## config.mk

```make
export PLATFORM = sky130hd
export DESIGN_NAME = dual_byte_dac_regs
export DESIGN_NICKNAME = d
export VERILOG_FILES = /design/src/rtl/dbuf_pkg.sv /design/src/rtl/dbuf_wr_decode.sv /design/src/rtl/dbuf_in_reg.sv /design/src/rtl/dbuf_out_reg.sv /design/src/rtl/dual_byte_dac_regs.sv
export SDC_FILE = /design/constraint.sdc
export NUM_CORES = 1
export LEC_CHECK = 0
export ABC_AREA = 0
export BUFFER_PORTS_ARGS = -buffer_cell sky130_fd_sc_hd__buf_2
export CORE_MARGIN = 2
export CORE_UTILIZATION = 52
export DETAILED_ROUTE_END_ITERATION = 10
export GPL_TIMING_DRIVEN = 0
export PLACE_DENSITY_LB_ADDON = 0.12
export SYNTH_ARGS = -nofsm -noshare
export SYNTH_HDL_FRONTEND = slang
export SYNTH_SLANG_ARGS = --single-unit
export TNS_END_PERCENT = 50
```

## constraint.sdc

```tcl
create_clock -name clk -period 1.82 [get_ports clk]
set_clock_uncertainty 0.2 [all_clocks]
set_input_delay 0.273 -clock clk [delete_from_list [all_inputs] [get_ports clk]]
set_output_delay 0.273 -clock clk [all_outputs]
set_load 0.01 [all_outputs]
```

## src/rtl/dbuf_pkg.sv

```systemverilog
package dbuf_pkg;

   typedef enum logic {
      CHAN_A = 1'b0,
      CHAN_B = 1'b1
   } chan_e;

   typedef enum logic {
      PART_LO = 1'b0,
      PART_HI = 1'b1
   } part_e;

   localparam int unsigned NUM_CHAN = 2;

endpackage

```

## src/rtl/dbuf_wr_decode.sv

```systemverilog
module dbuf_wr_decode
   import dbuf_pkg::*;
#(
   parameter int unsigned N_CH = NUM_CHAN
) (
   input  logic            wr_n,
   input  logic            ch_sel,
   input  logic            byte_sel,
   output logic [N_CH-1:0] wr_lo,
   output logic [N_CH-1:0] wr_hi
);

   chan_e ch_q;
   part_e part_q;

   assign ch_q   = chan_e'(ch_sel);
   assign part_q = part_e'(byte_sel);

   for (genvar c = 0; c < N_CH; c++) begin : g_ch
      logic hit;
      assign hit      = !wr_n && (int'(ch_q) == c);
      assign wr_lo[c] = hit && (part_q == PART_LO);
      assign wr_hi[c] = hit && (part_q == PART_HI);
   end

endmodule

```

## src/rtl/dbuf_in_reg.sv

```systemverilog
module dbuf_in_reg #(
   parameter int unsigned BUS_W  = 8,
   parameter int unsigned WORD_W = 12
) (
   input  logic              clk,
   input  logic              clr_n,
   input  logic              wr_lo,
   input  logic              wr_hi,
   input  logic [BUS_W-1:0]  din,
   output logic [WORD_W-1:0] word
);

   localparam int unsigned HI_W = WORD_W - BUS_W;

   if (HI_W < 1 || HI_W > BUS_W) begin : g_bad_width
      $error("dbuf_in_reg: WORD_W must lie between BUS_W+1 and 2*BUS_W");
   end

   logic [BUS_W-1:0] lo_q;
   logic [HI_W-1:0]  hi_q;

   always_ff @(posedge clk) begin
      if (wr_lo) lo_q <= din;
   end

   always_ff @(posedge clk) begin
      if (wr_hi) hi_q <= din[HI_W-1:0];
   end

   assign word = {hi_q, lo_q};

   p_lo_capture_r1: assert property (@(posedge clk) disable iff (!clr_n)
      wr_lo |=> word[BUS_W-1:0] == $past(din));

   p_hi_capture_r2: assert property (@(posedge clk) disable iff (!clr_n)
      wr_hi |=> word[WORD_W-1:BUS_W] == $past(din[HI_W-1:0]));

   p_hi_kept_on_lo_r4: assert property (@(posedge clk) disable iff (!clr_n)
      (wr_lo && !wr_hi) |=> $stable(word[WORD_W-1:BUS_W]));

   p_lo_kept_on_hi_r4: assert property (@(posedge clk) disable iff (!clr_n)
      (wr_hi && !wr_lo) |=> $stable(word[BUS_W-1:0]));

endmodule

```

## src/rtl/dbuf_out_reg.sv

```systemverilog
module dbuf_out_reg #(
   parameter int unsigned WORD_W = 12
) (
   input  logic              clk,
   input  logic              clr_n,
   input  logic              load_n,
   input  logic [WORD_W-1:0] word_in,
   output logic [WORD_W-1:0] code
);

   always_ff @(posedge clk) begin
      if (!clr_n)       code <= '0;
      else if (!load_n) code <= word_in;
   end

   p_clear_zero_r6: assert property (@(posedge clk)
      !clr_n |=> code == '0);

   p_load_copy_r5: assert property (@(posedge clk) disable iff (!clr_n)
      !load_n |=> code == $past(word_in));

   p_idle_hold_r9: assert property (@(posedge clk) disable iff (!clr_n)
      load_n |=> $stable(code));

endmodule

```

## src/rtl/dual_byte_dac_regs.sv

```systemverilog
module dual_byte_dac_regs
   import dbuf_pkg::*;
#(
   parameter int unsigned BUS_W  = 8,
   parameter int unsigned WORD_W = 12
) (
   input  logic              clk,
   input  logic              clr_n,
   input  logic              wr_n,
   input  logic              load_n,
   input  logic              ch_sel,
   input  logic              byte_sel,
   input  logic [BUS_W-1:0]  din,
   output logic [WORD_W-1:0] code_a,
   output logic [WORD_W-1:0] code_b
);

   localparam int unsigned N_CH = NUM_CHAN;

   if (N_CH != 2) begin : g_bad_count
      $error("dual_byte_dac_regs: exactly two channels are supported");
   end

   logic [N_CH-1:0]   wr_lo;
   logic [N_CH-1:0]   wr_hi;
   logic [WORD_W-1:0] in_word [N_CH];
   logic [WORD_W-1:0] code_q  [N_CH];

   dbuf_wr_decode #(.N_CH(N_CH)) u_dec (
      .wr_n     (wr_n),
      .ch_sel   (ch_sel),
      .byte_sel (byte_sel),
      .wr_lo    (wr_lo),
      .wr_hi    (wr_hi)
   );

   for (genvar c = 0; c < N_CH; c++) begin : g_chan
      dbuf_in_reg #(.BUS_W(BUS_W), .WORD_W(WORD_W)) u_in (
         .clk   (clk),
         .clr_n (clr_n),
         .wr_lo (wr_lo[c]),
         .wr_hi (wr_hi[c]),
         .din   (din),
         .word  (in_word[c])
      );

      dbuf_out_reg #(.WORD_W(WORD_W)) u_out (
         .clk     (clk),
         .clr_n   (clr_n),
         .load_n  (load_n),
         .word_in (in_word[c]),
         .code    (code_q[c])
      );
   end

   assign code_a = code_q[0];
   assign code_b = code_q[1];

   p_pair_update_r5: assert property (@(posedge clk) disable iff (!clr_n)
      !load_n |=> (code_a == $past(in_word[0])) && (code_b == $past(in_word[1])));

   p_other_chan_kept_r4: assert property (@(posedge clk) disable iff (!clr_n)
      (!wr_n && ch_sel == 1'b0) |=> $stable(in_word[1]));

   p_write_no_output_r9: assert property (@(posedge clk) disable iff (!clr_n)
      (load_n && !wr_n) |=> $stable(code_a) && $stable(code_b));

endmodule

```

==> results.toml, run 1 <==
[status]
status = "finished, final reports clean"

[worst_setup_path]
max_stage_delay_ns = 0.93
crit_path_end_kind = "register"
timing.critical_path.buf_inv = 1
cp_cell_sequence = "buf_2 > nor3_1"
r2r_slack_ns = 0.93
cp_data_required_time_ns = 1.60
critPathArrivalTime_ns = 1.32
startpoint_type = "primary input"
crit_family = "simple AND/OR/NAND/NOR gates"
critPathSlowestCell = "nor3_1"
setup.worst_path.class = "primary input to register"
worstPathMaxFanout = 8

[global_routing]
grt_pass1_wl_um = 4330
grt_usage_pct = 17.0
grt_pass1_vias = 965
antenna_found_initial = 0
grt_max_degree = 15
globalRouteOverflowTotal = 0

[cells_and_area]
diodes = 0
layout_common_cells = "buf_2, mux2i_1, nor2b_1, edfxtp_1, dfxtp_1"
fin_nets = 171
syn2layout_area_growth_pct = 22.4
nFillCells = 262
layout_commonest_cell = "buf_2"
instances_no_fill = 202
drive_gt1_share_pct = 28.5

[detailed_routing]
drt_iter0_drc = 32
antenna_left = 0
wl_per_cell_um = 13.2
num_vias = 945
routed_via_density = 4.68
drc = 0
firstDrtPassIters = 3
wl_um = 2660

[synth]
synth_area_mm2 = 0.00168
synth_nets = 119
syn-instance-count = 105
synth.distinct_cells = 10
ys_warn_count = 0
synthTopCellsByArea = "edfxtp_1, dfxtp_1, mux2i_1"
avgSynthCellArea_um2 = 16.0
yosysTopAreaCell = "edfxtp_1"
netlist.area_leader.share_pct = 42.9
ys_seq_elements = 48
yosysSeqAreaShare_pct = 71.5

[cts]
htreeDepth = 2
cts_sinks = 48
worstSkewPairLatency_ns = 0.35
clockRootBuffer = "clkbuf_4"
cts_tree = "yes"
cts-resized-gates = 0
cts_buffer_depth = 2
path_clk_slew_ns = 0.12
numCtsBuffers = 5

[job]
drv_cap = 0

[hold_path]
hp-class = "primary input to register"

[sta]
fmax_ghz = 0.647
max_slew_margin_pct = 22.0
rsz0062_at_grt = "no"
slew_violations = 0
tns_ns = 0
post-route-min-period_ns = 1.55
hold_viol = 0
tightestPinTransition_ns = 1.16
timing.final.crit_share_pct = 84.9
setup_slack_ns = 0.274
setup-violations-final = 0

[power]
leakage_nw = 0.876
p_per_area_mw_per_mm2 = 897
irDropWorstVdd_v = 0.000586
p_total_w = 0.00184

[floorplan]
row_count = 20
die_area_mm2 = 0.00370
coreArea_mm2 = 0.00305
io_pins = 38
die_w_um = 60.8
die_h_um = 60.8
initial_core_util_pct = 55.0

[placed_design]
dp_cells = 185
portBuffers = 36
place_ws_ns = -0.123
gp_congestion = 0.685
hpwl_um = 1840
## cells by family (layout without fill, tap and decap cells)
group                  after synthesis  in the layout  share of synthesized area (%)
buffers and inverters                5             58                           3.50
DFF                                 48             48                           71.5
muxes                               24             24                           14.3
and+or+nand+nor                     28             28                           10.7
## Yosys cell counts
master     n
dfxtp_1   24
edfxtp_1  24
mux2i_1   24
nor2b_1   24
buf_12     2
clkbuf_1   2
nor3b_1    2
and3b_1    1
buf_6      1
nor3_1     1
## final timing paths
kind	from	to	cells after the start
max reg2reg	g_chan[0].u_in.lo_q[1]$_DFFE_PP_	g_chan[0].u_out.code[1]$_SDFFE_PN0N_	2
min reg2reg	g_chan[1].u_in.hi_q[3]$_DFFE_PP_	g_chan[1].u_out.code[11]$_SDFFE_PN0N_	2
max	byte_sel	g_chan[0].u_in.lo_q[5]$_DFFE_PP_	2
min	load_n	g_chan[1].u_out.code[0]$_SDFFE_PN0N_	3
## layer usage
layer  track usage, %  vias up  routed length (um)
met3             5.97       10                 149
li1                 -      468                   -
met1             20.2      440                1160
met4             11.2        0                  80
met2             26.0       27                1270
met5                0        -                   0
## report_power, final
| part | internal, W | total (W) | switching, W | leakage (nW) |
|---|---|---|---|---|
| sequential | 0.00119 | 0.00121 | 0.0000201 | 0.419 |
| combinational | 0.0000927 | 0.000177 | 0.0000842 | 0.428 |
| clock | 0.000151 | 0.000454 | 0.000303 | 0.0293 |
## registers in the layout, indices dropped and copies added (netlist names)
name	count
g_chan.u_out.code	24
g_chan.u_in.hi_q	8
g_chan.u_in.lo_q	16
## repair_timing
item                                   4_1_cts  5_1_grt
hold buffers                                 9        0
buffers inserted                             0        0
endpoints found under the hold margin       28        0
## area by class of cell
cell class	count	area [um^2]	share of cell area [%]
sequential	48	1200	58.5
tap	44	55.1	2.68
clock inverter	1	5.00	0.244
timing repair buffer	45	270	13.2
multi-input combinational	52	419	20.4
clock buffer	7	45.0	2.19
buffer	5	58.8	2.86
## metrics by stage
| step | hold slack (ns) | cell area [um^2] | util (%) |
|---|---|---|---|
| after CTS | 0.0335 | 2050 | 67.3 |
| after floorplan | 0.172 | 1680 | - |
| after detailed placement | 0.279 | 1910 | 62.7 |
| after global placement | 0.274 | 1910 | 62.7 |
| final | 0.0522 | 2050 | 67.3 |
| after global routing | 0.0383 | 2050 | 67.3 |
No activity file was read; power rests on OpenSTA's default activity.
==> run 2, diff against run 1 <==
--- a/config.mk
+++ b/config.mk
@@ -8,7 +8,7 @@
 export ABC_AREA = 0
 export BUFFER_PORTS_ARGS = -buffer_cell sky130_fd_sc_hd__buf_2
 export CORE_MARGIN = 2
-export CORE_UTILIZATION = 52
+export CORE_UTILIZATION = 47
 export DETAILED_ROUTE_END_ITERATION = 10
 export GPL_TIMING_DRIVEN = 0
 export PLACE_DENSITY_LB_ADDON = 0.12
==> constraint.sdc (replaced) <==
create_clock -name clk -period 1.25 [get_ports clk]
set_clock_uncertainty 0.2 [all_clocks]
set_input_delay 0.1875 -clock clk [delete_from_list [all_inputs] [get_ports clk]]
set_output_delay 0.1875 -clock clk [all_outputs]
set_load 0.01 [all_outputs]
==> results.toml, run 2 (synthesis gave the netlist of run 1 again) <==
[worst_setup_path]
critPathArrivalTime_ns = 0.82
timing.critical_path.buf_inv = 1
crit_family = "flip-flops"
crit_path_end_kind = "primary output"
worstPathMaxFanout = 2
setup.worst_path.class = "register to primary output"
worst-r2r-cell-count = 2
cp_cell_sequence = "buf_2"
cp_data_required_time_ns = 0.86
worst-path-stages = 1
startpoint_type = "register"
max_stage_delay_ns = 0.34
critPathSlowestCell = "dfxtp_2"

[global_routing]
grt_max_degree = 15
grt_pass1_vias = 913
grt_usage_pct = 14.9
grt_pass1_wl_um = 4370
globalRouteOverflowTotal = 0
antenna_found_initial = 0

[status]
status = "complete, but fails checks"
violations = "negative hold slack"

[placed_design]
place_ws_ns = -0.733
portBuffers = 36
hpwl_um = 1830
dp_cells = 187
gp_congestion = 0.705

[sta]
post-route-min-period_ns = 1.21
rsz0062_at_grt = "yes"
max_slew_margin_pct = 48.6
setup-violations-final = 0
hold_ws_ns = -0.00625
timing.final.crit_share_pct = 96.8
setup_slack_ns = 0.0400
tightestPinTransition_ns = 0.767
hold_viol = 1
fmax_ghz = 0.826
slew_violations = 0

[cts]
cts_tree = "yes"
cts_sinks = 48
worstSkewPairLatency_ns = 0.35
numCtsBuffers = 5
cts_buffer_depth = 2
path_clk_slew_ns = 0.13
cts_setup_buffers = 0
htreeDepth = 2
clockRootBuffer = "clkbuf_4"

[cells_and_area]
drive_gt1_share_pct = 43.8
top_register = "g_chan.u_out.code"
largest_reg_flops = 24
reg_top3 = "g_chan.u_out.code: 24 flops, g_chan.u_in.lo_q: 16 flops, g_chan.u_in.hi_q: 8 flops"
fin_nets = 173
instances_no_fill = 206
nFillCells = 275
layout_common_cells = "mux2i_1, nor2b_1, edfxtp_1, buf_2, dfxtp_2"
diodes = 0
syn2layout_area_growth_pct = 32.0
post-route-util_pct = 65.4
seq_area_mm2 = 0.00123
multiInputGateArea_um2 = 429

[detailed_routing]
top_layer = "met4"
drt_iter0_drc = 24
wl_um = 2830
wl_met2_um = 1510
firstDrtPassIters = 3
routed_via_density = 4.61
wl_per_cell_um = 13.7
num_vias = 949
drt-met1-wl_um = 1160
drc = 0
wl_met3_um = 114
antenna_left = 0

[power]
irDropWorstVdd_v = 0.000820
p_total_w = 0.00294
p_per_area_mw_per_mm2 = 1330
leakage_nw = 0.921

[floorplan]
row_count = 21
initial_core_util_pct = 49.5
die_h_um = 63.8
die_area_mm2 = 0.00407
coreArea_mm2 = 0.00339
io_pins = 38
die_w_um = 63.8

[hold_path]
holdPathStages = 3
hp-class = "primary input to register"

[job]
drv_cap = 0
==> run 2: area by class of cell <==
class,instances,area share [%]
Buffer,5,2.65
Timing Repair Buffer,47,16.5
Clock buffer,6,1.86
Clock inverter,2,1.58
Multi-Input combinational cell,52,19.4
Sequential cell,48,55.4
Tap cell,46,2.60
==> run 2: stage by stage <==
stage | setup TNS (ns) | instance area (um^2)
after global placement | -9.17 | 1920
final | 0 | 2220
after CTS | 0 | 2110
after floorplan | -1.30 | 1680
after detailed placement | -9.11 | 1920
after global routing | -0.0125 | 2220
==> run 2: final timing paths <==
check / from / endpoint / slack, ns
max: g_chan[0].u_out.code[8]$_SDFFE_PN0N_ / code_a[8] / 0.04
min: load_n / g_chan[1].u_out.code[11]$_SDFFE_PN0N_ / -0.006
max reg2reg: g_chan[0].u_in.lo_q[1]$_DFFE_PP_ / g_chan[0].u_out.code[1]$_SDFFE_PN0N_ / 0.32
min reg2reg: g_chan[1].u_in.hi_q[1]$_DFFE_PP_ / g_chan[1].u_out.code[9]$_SDFFE_PN0N_ / 0.31
==> run 2: routing by layer <==
metal | track usage, % | vias to the layer above
met5 | 0 | -
met4 | 4.89 | 0
met3 | 5.11 | 7
met2 | 25.1 | 22
met1 | 17.9 | 444
li1 | - | 476
==> run 2: repair_timing <==
item,CTS,global route
resized for setup,4,31
hold buffers,10,2
endpoints found under the hold margin,28,2
setup endpoints to repair,11,25
pin swaps,0,0
==> run 2: power breakdown <==
part           leakage [nW]  switching (W)  total, W  internal (W)
Clock                0.0422       0.000452  0.000871      0.000420
Combinational         0.452       0.000128  0.000292      0.000164
Sequential            0.426      0.0000337   0.00178       0.00174
Total                 0.921       0.000613   0.00294       0.00233
==> run 3, diff against run 2 <==
--- a/config.mk
+++ b/config.mk
@@ -5,7 +5,7 @@
 export SDC_FILE = /design/constraint.sdc
 export NUM_CORES = 1
 export LEC_CHECK = 0
-export ABC_AREA = 0
+export ABC_AREA = 1
 export BUFFER_PORTS_ARGS = -buffer_cell sky130_fd_sc_hd__buf_2
 export CORE_MARGIN = 2
 export CORE_UTILIZATION = 47
==> results.toml, run 3 <==
[worst_setup_path]
setup.worst_path.class = "primary input to register"
critPathSlowestCell = "nor3_2"
timing.critical_path.buf_inv = 1
critPathArrivalTime_ns = 0.92
crit_family = "simple AND/OR/NAND/NOR gates"
max_stage_delay_ns = 0.60
rr_startpoint = "g_chan[1].u_in.lo_q[6]$_DFFE_PP_"
worst-r2r-cell-count = 2
cp_cell_sequence = "buf_2 > nor3_2"
crit_path_end_kind = "register"
worst-path-stages = 2
worstPathMaxFanout = 8
startpoint_type = "primary input"
critPathLaunch = "byte_sel"
cp_data_required_time_ns = 0.97
r2r_slack_ns = 0.37

[detailed_routing]
drc = 0
firstDrtPassIters = 4
antenna_left = 0
wl_um = 3060
drt_iter0_drc = 62
routed_via_density = 4.28
num_vias = 1206
wl_per_cell_um = 10.9

[floorplan]
coreArea_mm2 = 0.00361
row_count = 22
die_h_um = 64.7
io_pins = 38
die_area_mm2 = 0.00418
die_w_um = 64.7
initial_core_util_pct = 48.0

[cts]
cts_buffer_depth = 2
clockRootBuffer = "clkbuf_8"
cts_sinks = 48
cts_setup_buffers = 0
path_clk_slew_ns = 0.08
worstSkewPairLatency_ns = 0.29
htreeDepth = 2
numCtsBuffers = 5
cts_tree = "yes"

[sta]
post-route-min-period_ns = 1.19
max_slew_margin_pct = 52.5
rsz0062_at_grt = "yes"
slew_violations = 0
setup-violations-final = 0
timing.final.crit_share_pct = 95.3
setup_slack_ns = 0.0591
hold_viol = 0
fmax_ghz = 0.840
tns_ns = 0
tightestPinTransition_ns = 0.709

[synth]
async_reset_ff_share_pct = 0
synth_area_mm2 = 0.00173
synth_nets = 195
ys_warn_count = 0
ys_seq_elements = 48
avgSynthCellArea_um2 = 9.55
ys.flop_type = "edfxtp_1"
yosysTopAreaCell = "edfxtp_1"
syn-instance-count = 181
netlist.area_leader.share_pct = 41.7
synth.distinct_cells = 9
yosysSeqAreaShare_pct = 69.5
synth_edf_count = 24
synthTopCellsByArea = "edfxtp_1, dfxtp_1, nand2_1"
synthTopCellsByCount = "nand2_1, nor2_1, inv_1"

[hold_path]
hp-class = "primary input to register"
holdPathStages = 4
min-delay-start = "load_n"

[placed_design]
portBuffers = 36
gp_congestion = 0.732
dp_cells = 265
dpl_cell_area_mm2 = 0.00197
hpwl_um = 2140
place_ws_ns = -0.575

[cells_and_area]
drive_gt1_share_pct = 22.6
diodes = 0
fin_nets = 247
top_register = "g_chan.u_out.code"
stdcell_area_mm2 = 0.00219
instances_no_fill = 282
layout_common_cells = "nor2_1, nand2_1, buf_2, inv_1"
post-route-util_pct = 60.8
syn2layout_area_growth_pct = 26.7
nFillCells = 325
reg_top3 = "g_chan.u_out.code: 24 flops, g_chan.u_in.lo_q: 16 flops, g_chan.u_in.hi_q: 8 flops"
largest_reg_flops = 24

[global_routing]
antenna_found_initial = 0
grt_usage_pct = 16.4
globalRouteOverflowTotal = 0
grt_max_degree = 15
grt_pass1_wl_um = 5060
grt_pass1_vias = 1145

[status]
status = "finished, final reports clean"

[power]
leakage_nw = 1.04
irDropWorstVdd_v = 0.000970
p_per_area_mw_per_mm2 = 1450

[job]
drv_cap = 0
## run 3: kinds of logic (layout without fill, tap and decap cells)
group / Yosys count / in the layout / synth area share [%]
buf+inv: 33 / 86 / 8.54
flops: 48 / 48 / 69.5
simple gates: 100 / 100 / 22.0
## run 3: worst paths after layout
| check | end |
|---|---|
| max | g_chan[1].u_in.lo_q[6]$_DFFE_PP_ |
| min | g_chan[1].u_out.code[5]$_SDFFE_PN0N_ |
| max reg2reg | g_chan[1].u_out.code[6]$_SDFFE_PN0N_ |
| min reg2reg | g_chan[0].u_out.code[9]$_SDFFE_PN0N_ |
## run 3: power breakdown
group	switching [W]	internal [W]	total [W]
clock network	0.000475	0.000625	0.00110
logic	0.000173	0.000127	0.000300
registers	0.0000315	0.00174	0.00178
total	0.000680	0.00250	0.00318
## run 3: tightest hold or removal path: cells and delay by family
family        cells  cell delay (ns)
buf+inv           1             0.16
simple gates      3             0.15
## run 3: metrics by stage
stage               power (W)  hold WS, ns
finish                0.00318       0.0393
global route          0.00333       0.0373
CTS                   0.00321       0.0257
detailed placement    0.00209        0.188
global placement      0.00208        0.191
floorplan             0.00197       0.0864
## run 3: final cells by class
cell class / instances / area (um^2) / share of cell area (%)
Multi-Input combinational cell: 100 / 390 / 17.8
Inverter: 26 / 97.6 / 4.45
Tap cell: 48 / 60.1 / 2.74
Timing Repair Buffer: 45 / 270 / 12.3
Buffer: 7 / 50.0 / 2.28
Sequential cell: 48 / 1200 / 54.8
Clock buffer: 8 / 121 / 5.54
## run 3: per-layer routing
| layer | wire length (um) | up-vias | share of wire, % | global-route usage, % |
|---|---|---|---|---|
| met5 | 0 | - | 0 | 0 |
| met4 | 0 | 0 | 0 | 4.79 |
| met3 | 138 | 0 | 4.5 | 5.21 |
| met2 | 1560 | 34 | 51 | 28.9 |
| met1 | 1360 | 530 | 45 | 19.1 |
| li1 | - | 642 | - | - |
## run 3: timing repair
action,in CTS,in global routing
endpoints found under the hold margin,28,0
hold buffers,9,0
resized for setup,1,0
endpoints found under the setup margin,8,1
